### config.mk
export PLATFORM = sky130hd
export DESIGN_NAME = ltc_line_clock
export DESIGN_NICKNAME = d
export VERILOG_FILES = /design/src/rtl/ltc_pkg.sv /design/src/rtl/ltc_ctrl.sv /design/src/rtl/ltc_counter.sv /design/src/rtl/ltc_flag.sv /design/src/rtl/ltc_line_clock.sv
export SDC_FILE = /design/constraint.sdc
export NUM_CORES = 1
export LEC_CHECK = 0
export BUFFER_PORTS_ARGS = -buffer_cell sky130_fd_sc_hd__buf_4
export CAP_MARGIN = 20
export CORE_MARGIN = 2
export CORE_UTILIZATION = 42
export CTS_CLUSTER_DIAMETER = 40
export DETAILED_ROUTE_END_ITERATION = 10
export PLACE_DENSITY_LB_ADDON = 0.12
export SLEW_MARGIN = 25
export SYNTH_ARGS = -nofsm -noshare
export SYNTH_HDL_FRONTEND = slang
export SYNTH_HIERARCHICAL = 1
export SYNTH_SLANG_ARGS = --single-unit
### constraint.sdc
create_clock -name clk -period 1.4 [get_ports clk]
set_input_delay 0.07 -clock clk [delete_from_list [all_inputs] [get_ports clk]]
set_output_delay 0.07 -clock clk [all_outputs]
set_load 0.02 [all_outputs]
### src/rtl/ltc_pkg.sv
package ltc_pkg;
  localparam int PULSE_W   = 6;
  localparam int TEST_BIT  = 0;
  localparam int CLEAR_BIT = 2;
  localparam int ON_BIT    = 5;

  typedef struct packed {
    logic test;
    logic clear;
    logic turn_on;
  } cmd_dec_t;
endpackage

### src/rtl/ltc_ctrl.sv
module ltc_ctrl
  import ltc_pkg::*;
(
  input  logic               clk,
  input  logic               rst_n,
  input  logic               cmd_valid,
  input  logic [PULSE_W-1:0] cmd_pulse,
  input  logic               flag,
  output cmd_dec_t           dec,
  output logic               enable,
  output logic               skip
);
  logic unused_pulse_bits;

  assign unused_pulse_bits = ^{cmd_pulse[1], cmd_pulse[3], cmd_pulse[4]};

  always_comb begin
    dec.test    = cmd_valid & cmd_pulse[TEST_BIT];
    dec.clear   = cmd_valid & cmd_pulse[CLEAR_BIT];
    dec.turn_on = cmd_pulse[ON_BIT];
  end

  assign skip = dec.test & flag;

  always_ff @(posedge clk or negedge rst_n) begin
    if (!rst_n)         enable <= 1'b0;
    else if (dec.clear) enable <= dec.turn_on;
  end

  // a clear command with the modifier bit turns counting on
  p_on_r6: assert property (@(posedge clk) disable iff (!rst_n)
    (cmd_valid && cmd_pulse[CLEAR_BIT] && cmd_pulse[ON_BIT]) |=> enable);
  // a clear command without the modifier bit turns counting off
  p_off_r6: assert property (@(posedge clk) disable iff (!rst_n)
    (cmd_valid && cmd_pulse[CLEAR_BIT] && !cmd_pulse[ON_BIT]) |=> !enable);
  // with no clear command, the enable state holds
  p_hold_r7: assert property (@(posedge clk) disable iff (!rst_n)
    !(cmd_valid && cmd_pulse[CLEAR_BIT]) |=> $stable(enable));
  // no skip while the command strobe is low
  p_skip_r5: assert property (@(posedge clk) disable iff (!rst_n)
    !cmd_valid |-> !skip);
endmodule

### src/rtl/ltc_counter.sv
module ltc_counter #(
  parameter int CNT_W = 18
) (
  input  logic             clk,
  input  logic             rst_n,
  input  logic             tick,
  input  logic             enable,
  input  logic             load_en,
  input  logic [CNT_W-1:0] load_val,
  output logic [CNT_W-1:0] count,
  output logic             wrap
);
  localparam logic [CNT_W-1:0] TOP = {CNT_W{1'b1}};

  logic step;

  assign step = tick & enable & ~load_en;
  assign wrap = step & (count == TOP);

  always_ff @(posedge clk or negedge rst_n) begin
    if (!rst_n)       count <= '0;
    else if (load_en) count <= load_val;
    else if (step)    count <= count + 1'b1;
  end

  // a counting tick advances the word by one
  p_inc_r2: assert property (@(posedge clk) disable iff (!rst_n)
    (tick && enable && !load_en) |=> (count == CNT_W'($past(count) + 1'b1)));
  // without a counting tick or a load, the word holds
  p_idle_r2: assert property (@(posedge clk) disable iff (!rst_n)
    (!load_en && !(tick && enable)) |=> $stable(count));
  // a load takes the written value, even alongside a tick
  p_load_r10: assert property (@(posedge clk) disable iff (!rst_n)
    load_en |=> (count == $past(load_val)));
endmodule

### src/rtl/ltc_flag.sv
module ltc_flag (
  input  logic clk,
  input  logic rst_n,
  input  logic wrap,
  input  logic clr_cmd,
  input  logic clr_all,
  output logic flag
);
  always_ff @(posedge clk or negedge rst_n) begin
    if (!rst_n)                 flag <= 1'b0;
    else if (clr_cmd | clr_all) flag <= 1'b0;
    else if (wrap)              flag <= 1'b1;
  end

  // a wrapping tick raises the flag when no clear is present
  p_wrap_r3: assert property (@(posedge clk) disable iff (!rst_n)
    (wrap && !clr_cmd && !clr_all) |=> flag);
  // the flag is sticky while no clear is present
  p_sticky_r4: assert property (@(posedge clk) disable iff (!rst_n)
    (flag && !clr_cmd && !clr_all) |=> flag);
  // only a wrap can set the flag
  p_noset_r4: assert property (@(posedge clk) disable iff (!rst_n)
    (!flag && !wrap) |=> !flag);
  // a clear wins over a wrap in the same cycle
  p_clear_r9: assert property (@(posedge clk) disable iff (!rst_n)
    (clr_cmd || clr_all) |=> !flag);
endmodule

### src/rtl/ltc_line_clock.sv
module ltc_line_clock
  import ltc_pkg::*;
#(
  parameter int CNT_W = 18
) (
  input  logic             clk,
  input  logic             rst_n,
  input  logic             tick,
  input  logic             cmd_valid,
  input  logic [5:0]       cmd_pulse,
  input  logic             clear_all,
  input  logic             load_en,
  input  logic [CNT_W-1:0] load_val,
  output logic             skip,
  output logic             clk_flag,
  output logic             counting,
  output logic [CNT_W-1:0] count_q
);
  cmd_dec_t dec;
  logic     wrap;

  ltc_ctrl u_ctrl (
    .clk       (clk),
    .rst_n     (rst_n),
    .cmd_valid (cmd_valid),
    .cmd_pulse (cmd_pulse),
    .flag      (clk_flag),
    .dec       (dec),
    .enable    (counting),
    .skip      (skip)
  );

  ltc_counter #(.CNT_W(CNT_W)) u_cnt (
    .clk      (clk),
    .rst_n    (rst_n),
    .tick     (tick),
    .enable   (counting),
    .load_en  (load_en),
    .load_val (load_val),
    .count    (count_q),
    .wrap     (wrap)
  );

  ltc_flag u_flag (
    .clk     (clk),
    .rst_n   (rst_n),
    .wrap    (wrap),
    .clr_cmd (dec.clear),
    .clr_all (clear_all),
    .flag    (clk_flag)
  );

  // everything is idle during reset
  p_reset_r1: assert property (@(posedge clk)
    !rst_n |-> (!clk_flag && !counting && count_q == '0));
  // a load never raises the flag
  p_load_noflag_r10: assert property (@(posedge clk) disable iff (!rst_n)
    (load_en && !clk_flag) |=> !clk_flag);
endmodule

==> results.cfg, run 1 <==
[route]
ant_nets = 0
drcViolationCount = 0
vias_per_cell = 5.11
route.met3.wl_um = 134
first_pass_iters = 4
dr.max_layer_used = met4
dr_total_vias = 1253
met1Wirelength_mm = 1.49
drt_iter0_markers = 45
wl_met2_mm = 1.82
routed_wl_mm = 3.46
drt-wirelength-per-cell_um = 14.1

[cells_and_area]
seqCellArea_um2 = 517
multi_input_area_um2 = 764
syn_to_final_growth_pct = 77.8
nets = 246
drive_gt1_frac = 0.542
num-fill-cells = 185
antenna_cells = 0
design_area_um2 = 2110

[worst_hold_path]
hp-class = in2reg

[floorplan]
ioPinCount = 51
coreArea_um2 = 2710
die_area_um2 = 3270
dieHeight_um = 57.2
rows = 19
start_util = 0.438
fp.dieW_um = 57.2

[grt]
grt_overflow_total = 0
grt_pass1_vias = 1228
antenna_found_initial = 0
grt_max_degree = 40
grt_pass1_wl_mm = 5.61
grtUsageTotal = 0.216

[timing]
max_slew.worst_pin.slew_ps = 365
min_period_over_period = 1.04
hold_viol_final = 0
max_freq_mhz = 686
setup_ws_ps = -57.9
setup_viol = 7
slew_viol_final = 0
fin_skew_ps = 0.682
slew_headroom = 0.755
grt_setup_unrepaired = true
post-route-min-period_ps = 1460

[cts]
path_clk_slew_ps = 120
clk_latency_ps = 300
cts-root-buf = clkbuf_4
cts_made_buffers = 3
clock_path_buffers = 2
cts_tree = done
htree_levels = 1
numClockSinks = 20

[critical_path]
required_ps = 1600
startpoint_type = flip-flop
cp_max_fo = 7
crit_type = reg2reg
crit_arrival_ps = 1660
end_kind = flip-flop

[pwr]
p_total_w = 0.00168
power.leakage_nw = 0.978
vdd_drop_max_mv = 0.842
cellPowerDensity_nw_per_um2 = 794

[place]
pre_cts_slack_ps = -61.4
dpl-instance-area_um2 = 1740
gp_congestion = 0.730
portBuffers = 47
dpl.hpwl_mm = 2.29

[run_status]
status = complete, but fails checks
violations = negative setup slack

[job]
max_cap_violations = 0

[synthesis]
syn_area_per_cell_um2 = 9.58
syn_inst = 124
ys_warn_count = 6
syn_nets = 155
netlist_area_um2 = 1190
==> cell usage in the layout, fill, tap and decap left out, drive strengths merged <==
cell type and count:
mux2i 2, a21boi 1, a21oi 2, nor3 7
nand2b 3, o21ai 13, clkbuf 4, nor3b 1
xnor2 10, nor4 6, o31a 3, xor2 2
mux2 1, inv 4, a22oi 1, nand3 5
ha 1, a221o 1, nor2 6, nand2 20
buf 72, and3b 1, and3 4, dfrtp 20
nand4 4, dlygate4sd3 18, and2 1, clkinvlp 1
==> stage by stage <==
| step | cells | utilization | TNS [ps] | hold slack, ps |
|---|---|---|---|---|
| after global routing | 245 | 0.779 | -1260 | 40.4 |
| after global placement | 216 | 0.642 | -52.0 | -34.6 |
| after detailed placement | 216 | 0.642 | -345 | -29.2 |
| after CTS | 239 | 0.736 | -353 | 11.8 |
| final | 245 | 0.779 | -250 | 59.4 |
| after floorplan | 124 | - | -184 | -226 |
==> final cells by class <==
class / count / area share
Multi-Input combinational cell: 95 / 0.362
Timing Repair Buffer: 90 / 0.347
Sequential cell: 20 / 0.245
Tap cell: 31 / 0.0184
Clock buffer: 4 / 0.0172
Inverter: 5 / 0.0107
==> path summary, 6_finish.rpt <==
check	endpoint	startpoint	slack, ps	depth (start not counted)
max in group asynchronous	u_cnt/count[8]$_DFFE_PN0P_	rst_n	990	2
min	u_flag/flag$_DFFE_PN0P_	cmd_valid	60	3
max	u_cnt/count[16]$_DFFE_PN0P_	u_cnt/count[3]$_DFFE_PN0P_	-60	5
min reg2reg	u_flag/flag$_DFFE_PN0P_	u_flag/flag$_DFFE_PN0P_	600	2
min in group asynchronous	u_cnt/count[11]$_DFFE_PN0P_	rst_n	170	2
max reg2reg	u_cnt/count[16]$_DFFE_PN0P_	u_cnt/count[3]$_DFFE_PN0P_	-60	5
==> sequential cells by signal, summed over array words and instances (netlist names) <==
| register | count |
|---|---|
| u_flag/flag | 1 |
| u_cnt/count | 18 |
| u_ctrl/enable | 1 |
==> what timing repair did <==
| item | CTS | global route |
|---|---|---|
| setup buffers | 2 | 5 |
| hold buffers | 17 | 1 |
| pin swaps | 1 | 13 |
| setup endpoints to repair | 9 | 15 |
| hold endpoints to repair | 36 | 1 |
| resized for setup | 6 | 18 |
==> worst max-delay path, cell delays in order, from the launching register on <==
cell	delay, ps
dfrtp_2	410
nand4_4	200
nor4_4	330
buf_4	170
mux2i_1	190
nand2_1	60
==> per-layer routing <==
layer,global-route usage,up-vias
met4,0.0432,0
met3,0.0340,2
met5,0,-
li1,-,617
met1,0.284,604
met2,0.379,30
==> power by group <==
group / internal [W] / leakage (nW) / switching (W)
sequential: 0.000641 / 0.226 / 0.0000660
clock: 0.000158 / 0.0210 / 0.000190
combinational: 0.000322 / 0.731 / 0.000299
total: 0.00112 / 0.978 / 0.000555
No activity file was read; power rests on OpenSTA's default activity.
==> run 2, diff against run 1 <==
--- a/config.mk
+++ b/config.mk
@@ -7,8 +7,10 @@
 export LEC_CHECK = 0
 export BUFFER_PORTS_ARGS = -buffer_cell sky130_fd_sc_hd__buf_4
 export CAP_MARGIN = 20
+export CELL_PAD_IN_SITES_DETAIL_PLACEMENT = 1
+export CELL_PAD_IN_SITES_GLOBAL_PLACEMENT = 1
 export CORE_MARGIN = 2
-export CORE_UTILIZATION = 42
+export CORE_UTILIZATION = 31
 export CTS_CLUSTER_DIAMETER = 40
 export DETAILED_ROUTE_END_ITERATION = 10
 export PLACE_DENSITY_LB_ADDON = 0.12
==> constraint.sdc (replaced) <==
create_clock -name clk -period 1.4 [get_ports clk]
set_input_delay 0 -clock clk [delete_from_list [all_inputs] [get_ports clk]]
set_output_delay 0 -clock clk [all_outputs]
set_load 0.02 [all_outputs]
==> run 2 against run 1 <==
  * The run still ends with negative setup slack left
  * Sequential power is essentially flat
  * First-iteration DRC count shrank 47%
  * Setup slack lost 130 ps
  * Critical endpoint is now u_cnt/count[14]$_DFFE_PN0P_
  * Largest power group unchanged
==> results.cfg, run 2 (synthesis gave the netlist of run 1 again) <==
[timing]
hold_viol_final = 0
slew_headroom = 0.767
slew_viol_final = 0
whs_ps = 31.0
setup_viol = 10
grt_setup_unrepaired = true
max_slew.worst_pin.slew_ps = 350
setup_ws_ps = -190
tns_ps = -848
min_period_over_period = 1.14
max_freq_mhz = 629
fin_skew_ps = 6.03
post-route-min-period_ps = 1590

[critical_path]
r2r_cells = 5
end_kind = flip-flop
cp_max_fo = 6
required_ps = 1540
path_delay_family = simple AND/OR/NAND/NOR gates
r2r_end = u_cnt/count[14]$_DFFE_PN0P_
critical-path-max-stage-delay_ps = 390
r2r_setup_slack_ps = -190
crit_start = u_cnt/count[6]$_DFFE_PN0P_
crit_slowest_cell = dfrtp_2
startpoint_type = flip-flop
worst-path-stages = 5
cp_num_buf_inv = 1
path_cells = nand4_4, buf_6, nor4_4, nor3b_1, a221o_1
crit_type = reg2reg
crit_arrival_ps = 1730
reg2reg_from = u_cnt/count[6]$_DFFE_PN0P_

[cts]
clk_latency_ps = 260
path_clk_slew_ps = 80
cts_made_buffers = 3
clock_path_buffers = 2
htree_levels = 1
numClockSinks = 20
cts_tree = done
cts-root-buf = clkbuf_8

[cells_and_area]
drive_gt1_frac = 0.565
final_cell_mix = buf_4, nand2_1, dlygate4sd3_1
syn_to_final_growth_pct = 90.0
seqCellArea_um2 = 517
reg.largest.list = u_cnt/count: 18 flops, u_ctrl/enable: 1 flops, u_flag/flag: 1 flops
antenna_cells = 0
largest_reg_flops = 18
nets = 255
multi_input_area_um2 = 779
top_register = u_cnt/count
num-fill-cells = 405
final_common_cell = buf_4

[worst_hold_path]
worstHoldStart = cmd_valid
min_to = u_flag/flag$_DFFE_PN0P_
worstHoldPathCells = 3
hp-class = in2reg

[place]
portBuffers = 47
dpl.hpwl_mm = 2.63
gp_congestion = 0.772

[job]
max_cap_violations = 0

[floorplan]
rows = 22
coreArea_um2 = 3660
start_util = 0.324
ioPinCount = 51
dieHeight_um = 65.9
fp.dieW_um = 65.9
die_area_um2 = 4340

[route]
drt_iter0_markers = 24
drt-wirelength-per-cell_um = 15.0
first_pass_iters = 4
vias_per_cell = 4.80
dr_total_vias = 1301
routed_wl_mm = 4.07
drcViolationCount = 0
ant_nets = 0

[pwr]
cellPowerDensity_nw_per_um2 = 798
power.leakage_nw = 1.05
vdd_drop_max_mv = 0.669

[run_status]
violations = negative setup slack
status = complete, but fails checks

[grt]
antenna_found_initial = 0
grt_pass1_wl_mm = 6.51
grt_overflow_total = 0
grt_max_degree = 40
grtUsageTotal = 0.193
grt_pass1_vias = 1409
run 2: changes by cell type in the layout (fill, tap and decap cells not counted), moves of 3 or more:
cell	delta
buf_4	+5
o21ai_0	+5
o21ai_1	-5
buf_6	+3
clkbuf_4	-3
clkbuf_8	+3
run 2: worst min-delay path, cell delays in order:
cell    delay [ps]
buf_4           80
and2_4         140
nor3_2          40
run 2: worst max-delay path by stage:
stage	end	slack, ps
2_1_floorplan	u_flag/flag$_DFFE_PN0P_	-50
3_3_place_gp	u_cnt/count[17]$_DFFE_PN0P_	-70
4_1_cts	u_cnt/count[14]$_DFFE_PN0P_	-100
5_1_grt	u_cnt/count[14]$_DFFE_PN0P_	-240
3_5_place_dp	u_cnt/count[15]$_DFFE_PN0P_	-100
6_report	u_cnt/count[14]$_DFFE_PN0P_	-190
run 2: stage by stage:
stage	power (W)	cell area [µm²]	utilization	setup WS (ps)	instances
after CTS	0.00178	2140	0.585	-102	264
after global placement	0.00123	1780	0.485	-67.5	235
final	0.00180	2260	0.616	-190	271
after global routing	0.00189	2260	0.616	-243	271
after detailed placement	0.00125	1780	0.485	-101	235
after floorplan	0.000957	1230	-	-51.9	124
run 2: power by group:
group	internal, W	leakage [nW]	switching (W)	total, W
combinational	0.000332	0.795	0.000310	0.000641
clock	0.000251	0.0288	0.000200	0.000450
sequential	0.000641	0.226	0.0000671	0.000708
run 2: final cells by class:
class	instances	area share
Timing Repair Buffer	99	0.365
Sequential cell	20	0.229
Clock buffer	4	0.0244
Tap cell	48	0.0266
Inverter	5	0.00943
Multi-Input combinational cell	95	0.346
run 2: repair_timing:
item,in CTS,in global routing
endpoints found under the hold margin,37,0
setup endpoints to repair,9,15
buffers inserted,7,7
hold buffers,18,0
resized for setup,12,14
pin swaps,8,9
run 2: per-layer routing:
metal  vias up  global-route usage  part of all wire
li1        633                   -                 -
met1       636               0.228              0.40
met2        30               0.361              0.56
met3         2              0.0460             0.035
met4         0              0.0208            0.0017
met5         -                   0                 0
==> run 3, diff against run 2 <==
--- a/config.mk
+++ b/config.mk
@@ -11,9 +11,9 @@
 export CELL_PAD_IN_SITES_GLOBAL_PLACEMENT = 1
 export CORE_MARGIN = 2
 export CORE_UTILIZATION = 31
-export CTS_CLUSTER_DIAMETER = 40
 export DETAILED_ROUTE_END_ITERATION = 10
 export PLACE_DENSITY_LB_ADDON = 0.12
+export SKIP_CTS_REPAIR_TIMING = 1
 export SLEW_MARGIN = 25
 export SYNTH_ARGS = -nofsm -noshare
 export SYNTH_HDL_FRONTEND = slang
==> run 3 against run 2 <==
  * The flow finishes with violations (negative hold slack, negative setup slack)
  * Count of clock-buffer cells in the layout unchanged
  * Worst hold slack got worse by 64 ps
  * Largest power group unchanged
  * Sequential share of layout area increased by 0.95 points
  * First-iteration DRC count increased by 54%
  * Critical path type unchanged
==> results.cfg, run 3 (synthesis gave the netlist of run 1 again) <==
[critical_path]
r2r_setup_slack_ps = -140
crit_type = reg2reg
r2r_end = u_cnt/count[14]$_DFFE_PN0P_
critical-path-max-stage-delay_ps = 410
required_ps = 1550
cp_max_fo = 4
cp_num_buf_inv = 0
r2r_cells = 5
path_cells = ha_4, nand3_2, nor4_2, nor3b_1, a221o_1
end_kind = flip-flop
path_delay_family = simple AND/OR/NAND/NOR gates
reg2reg_from = u_cnt/count[1]$_DFFE_PN0P_
startpoint_type = flip-flop
crit_arrival_ps = 1690
crit_slowest_cell = dfrtp_2

[grt]
grtUsageTotal = 0.171
grt_pass1_wl_mm = 5.62
grt_pass1_vias = 1250
grt_overflow_total = 0
antenna_found_initial = 0
grt_max_degree = 40

[cells_and_area]
fin_util = 0.592
syn_to_final_growth_pct = 82.4
reg.largest.list = u_cnt/count: 18 flops, u_ctrl/enable: 1 flops, u_flag/flag: 1 flops
design_area_um2 = 2170
largest_reg_flops = 18
nets = 247
top_register = u_cnt/count
drive_gt1_frac = 0.553
final_common_cell = buf_4
num-fill-cells = 409
final_cell_mix = buf_4, nand2_1, dlygate4sd3_1
antenna_cells = 0

[pwr]
cellPowerDensity_nw_per_um2 = 822
power.leakage_nw = 0.981
sequentialPowerShare = 0.399
internal-power_w = 0.00121
pwr-share-clk = 0.250
pwr-share-comb = 0.351
p_switching_w = 0.000568
sw_frac_of_total = 0.319
vdd_drop_max_mv = 0.686

[worst_hold_path]
worstHoldStart = load_val[8]
hp-class = in2reg
worstHoldPathCells = 3
min_to = u_cnt/count[8]$_DFFE_PN0P_

[floorplan]
coreArea_um2 = 3660
dieHeight_um = 65.9
rows = 22
die_area_um2 = 4340
ioPinCount = 51
start_util = 0.324
fp.dieW_um = 65.9

[route]
routed_wl_mm = 3.97
dr_total_vias = 1275
vias_per_cell = 4.85
drt_iter0_markers = 37
first_pass_iters = 3
drt-wirelength-per-cell_um = 15.1
ant_nets = 0
drcViolationCount = 0

[timing]
max_slew.worst_pin.slew_ps = 367
whs_ps = -32.6
setup_viol = 11
hold_viol_final = 1
post-route-min-period_ps = 1540
slew_viol_final = 0
slew_headroom = 0.755
min_period_over_period = 1.10
grt_setup_unrepaired = true
fin_skew_ps = 2.02
setup_ws_ps = -139
max_freq_mhz = 650

[run_status]
violations = negative hold slack, negative setup slack
status = complete, but fails checks

[cts]
numClockSinks = 20
clock_path_buffers = 2
path_clk_slew_ps = 70
htree_levels = 1
clk_latency_ps = 260
cts_tree = done
cts_made_buffers = 3
cts-root-buf = clkbuf_8

[place]
pre_cts_slack_ps = -101
gp_congestion = 0.772
dpl-instance-area_um2 = 1780
dpl.hpwl_mm = 2.63
portBuffers = 47

[job]
max_cap_violations = 0
run 3: through the flow:
stage               total power, W  setup TNS [ps]  instances
floorplan                 0.000957            -184        124
global placement           0.00123            -195        235
detailed placement         0.00125            -385        235
CTS                        0.00170            -548        239
global route               0.00188           -1810        263
finish                     0.00178            -776        263
run 3: area by class of cell:
| cell class | instances | area [µm²] | area share |
|---|---|---|---|
| Sequential cell | 20 | 517 | 0.239 |
| Inverter | 5 | 22.5 | 0.0104 |
| Clock buffer | 4 | 55.1 | 0.0254 |
| Timing Repair Buffer | 91 | 733 | 0.339 |
| Tap cell | 48 | 60.1 | 0.0277 |
| Multi-Input combinational cell | 95 | 778 | 0.359 |
run 3: routing by layer:
metal  vias up  share of wire  GRT usage
met2        27           0.56      0.306
met3         4          0.035     0.0460
met5         -              0          0
met4         0         0.0068     0.0443
li1        617              -          -
met1       627           0.40      0.200
run 3: worst reg2reg max path: stages, from the launching register on:
cell and delay, ps:
dfrtp_2 410, ha_4 180, nand3_2 80, nor4_2 360
nor3b_1 120, a221o_1 270
run 3: power by group through the flow:
stage                     Sequential [W]  Combinational [W]  Clock, W
after global placement          0.000715           0.000516         0
after floorplan                 0.000804           0.000153         0
final                           0.000711           0.000626  0.000444
after CTS                       0.000710           0.000531  0.000461
after detailed placement        0.000720           0.000528         0
after global routing            0.000720           0.000678  0.000483
run 3: worst max path at each step:
stage / slack [ps] / depth (start not counted) / end / start
finish: -140 / 5 / u_cnt/count[14]$_DFFE_PN0P_ / u_cnt/count[1]$_DFFE_PN0P_
CTS: -130 / 4 / u_cnt/count[15]$_DFFE_PN0P_ / u_cnt/count[6]$_DFFE_PN0P_
global route: -220 / 5 / u_cnt/count[14]$_DFFE_PN0P_ / u_cnt/count[1]$_DFFE_PN0P_
floorplan: -50 / 6 / u_flag/flag$_DFFE_PN0P_ / u_ctrl/enable$_DFFE_PN0P_
global placement: -70 / 4 / u_cnt/count[17]$_DFFE_PN0P_ / u_cnt/count[5]$_DFFE_PN0P_
detailed placement: -100 / 4 / u_cnt/count[15]$_DFFE_PN0P_ / u_cnt/count[6]$_DFFE_PN0P_
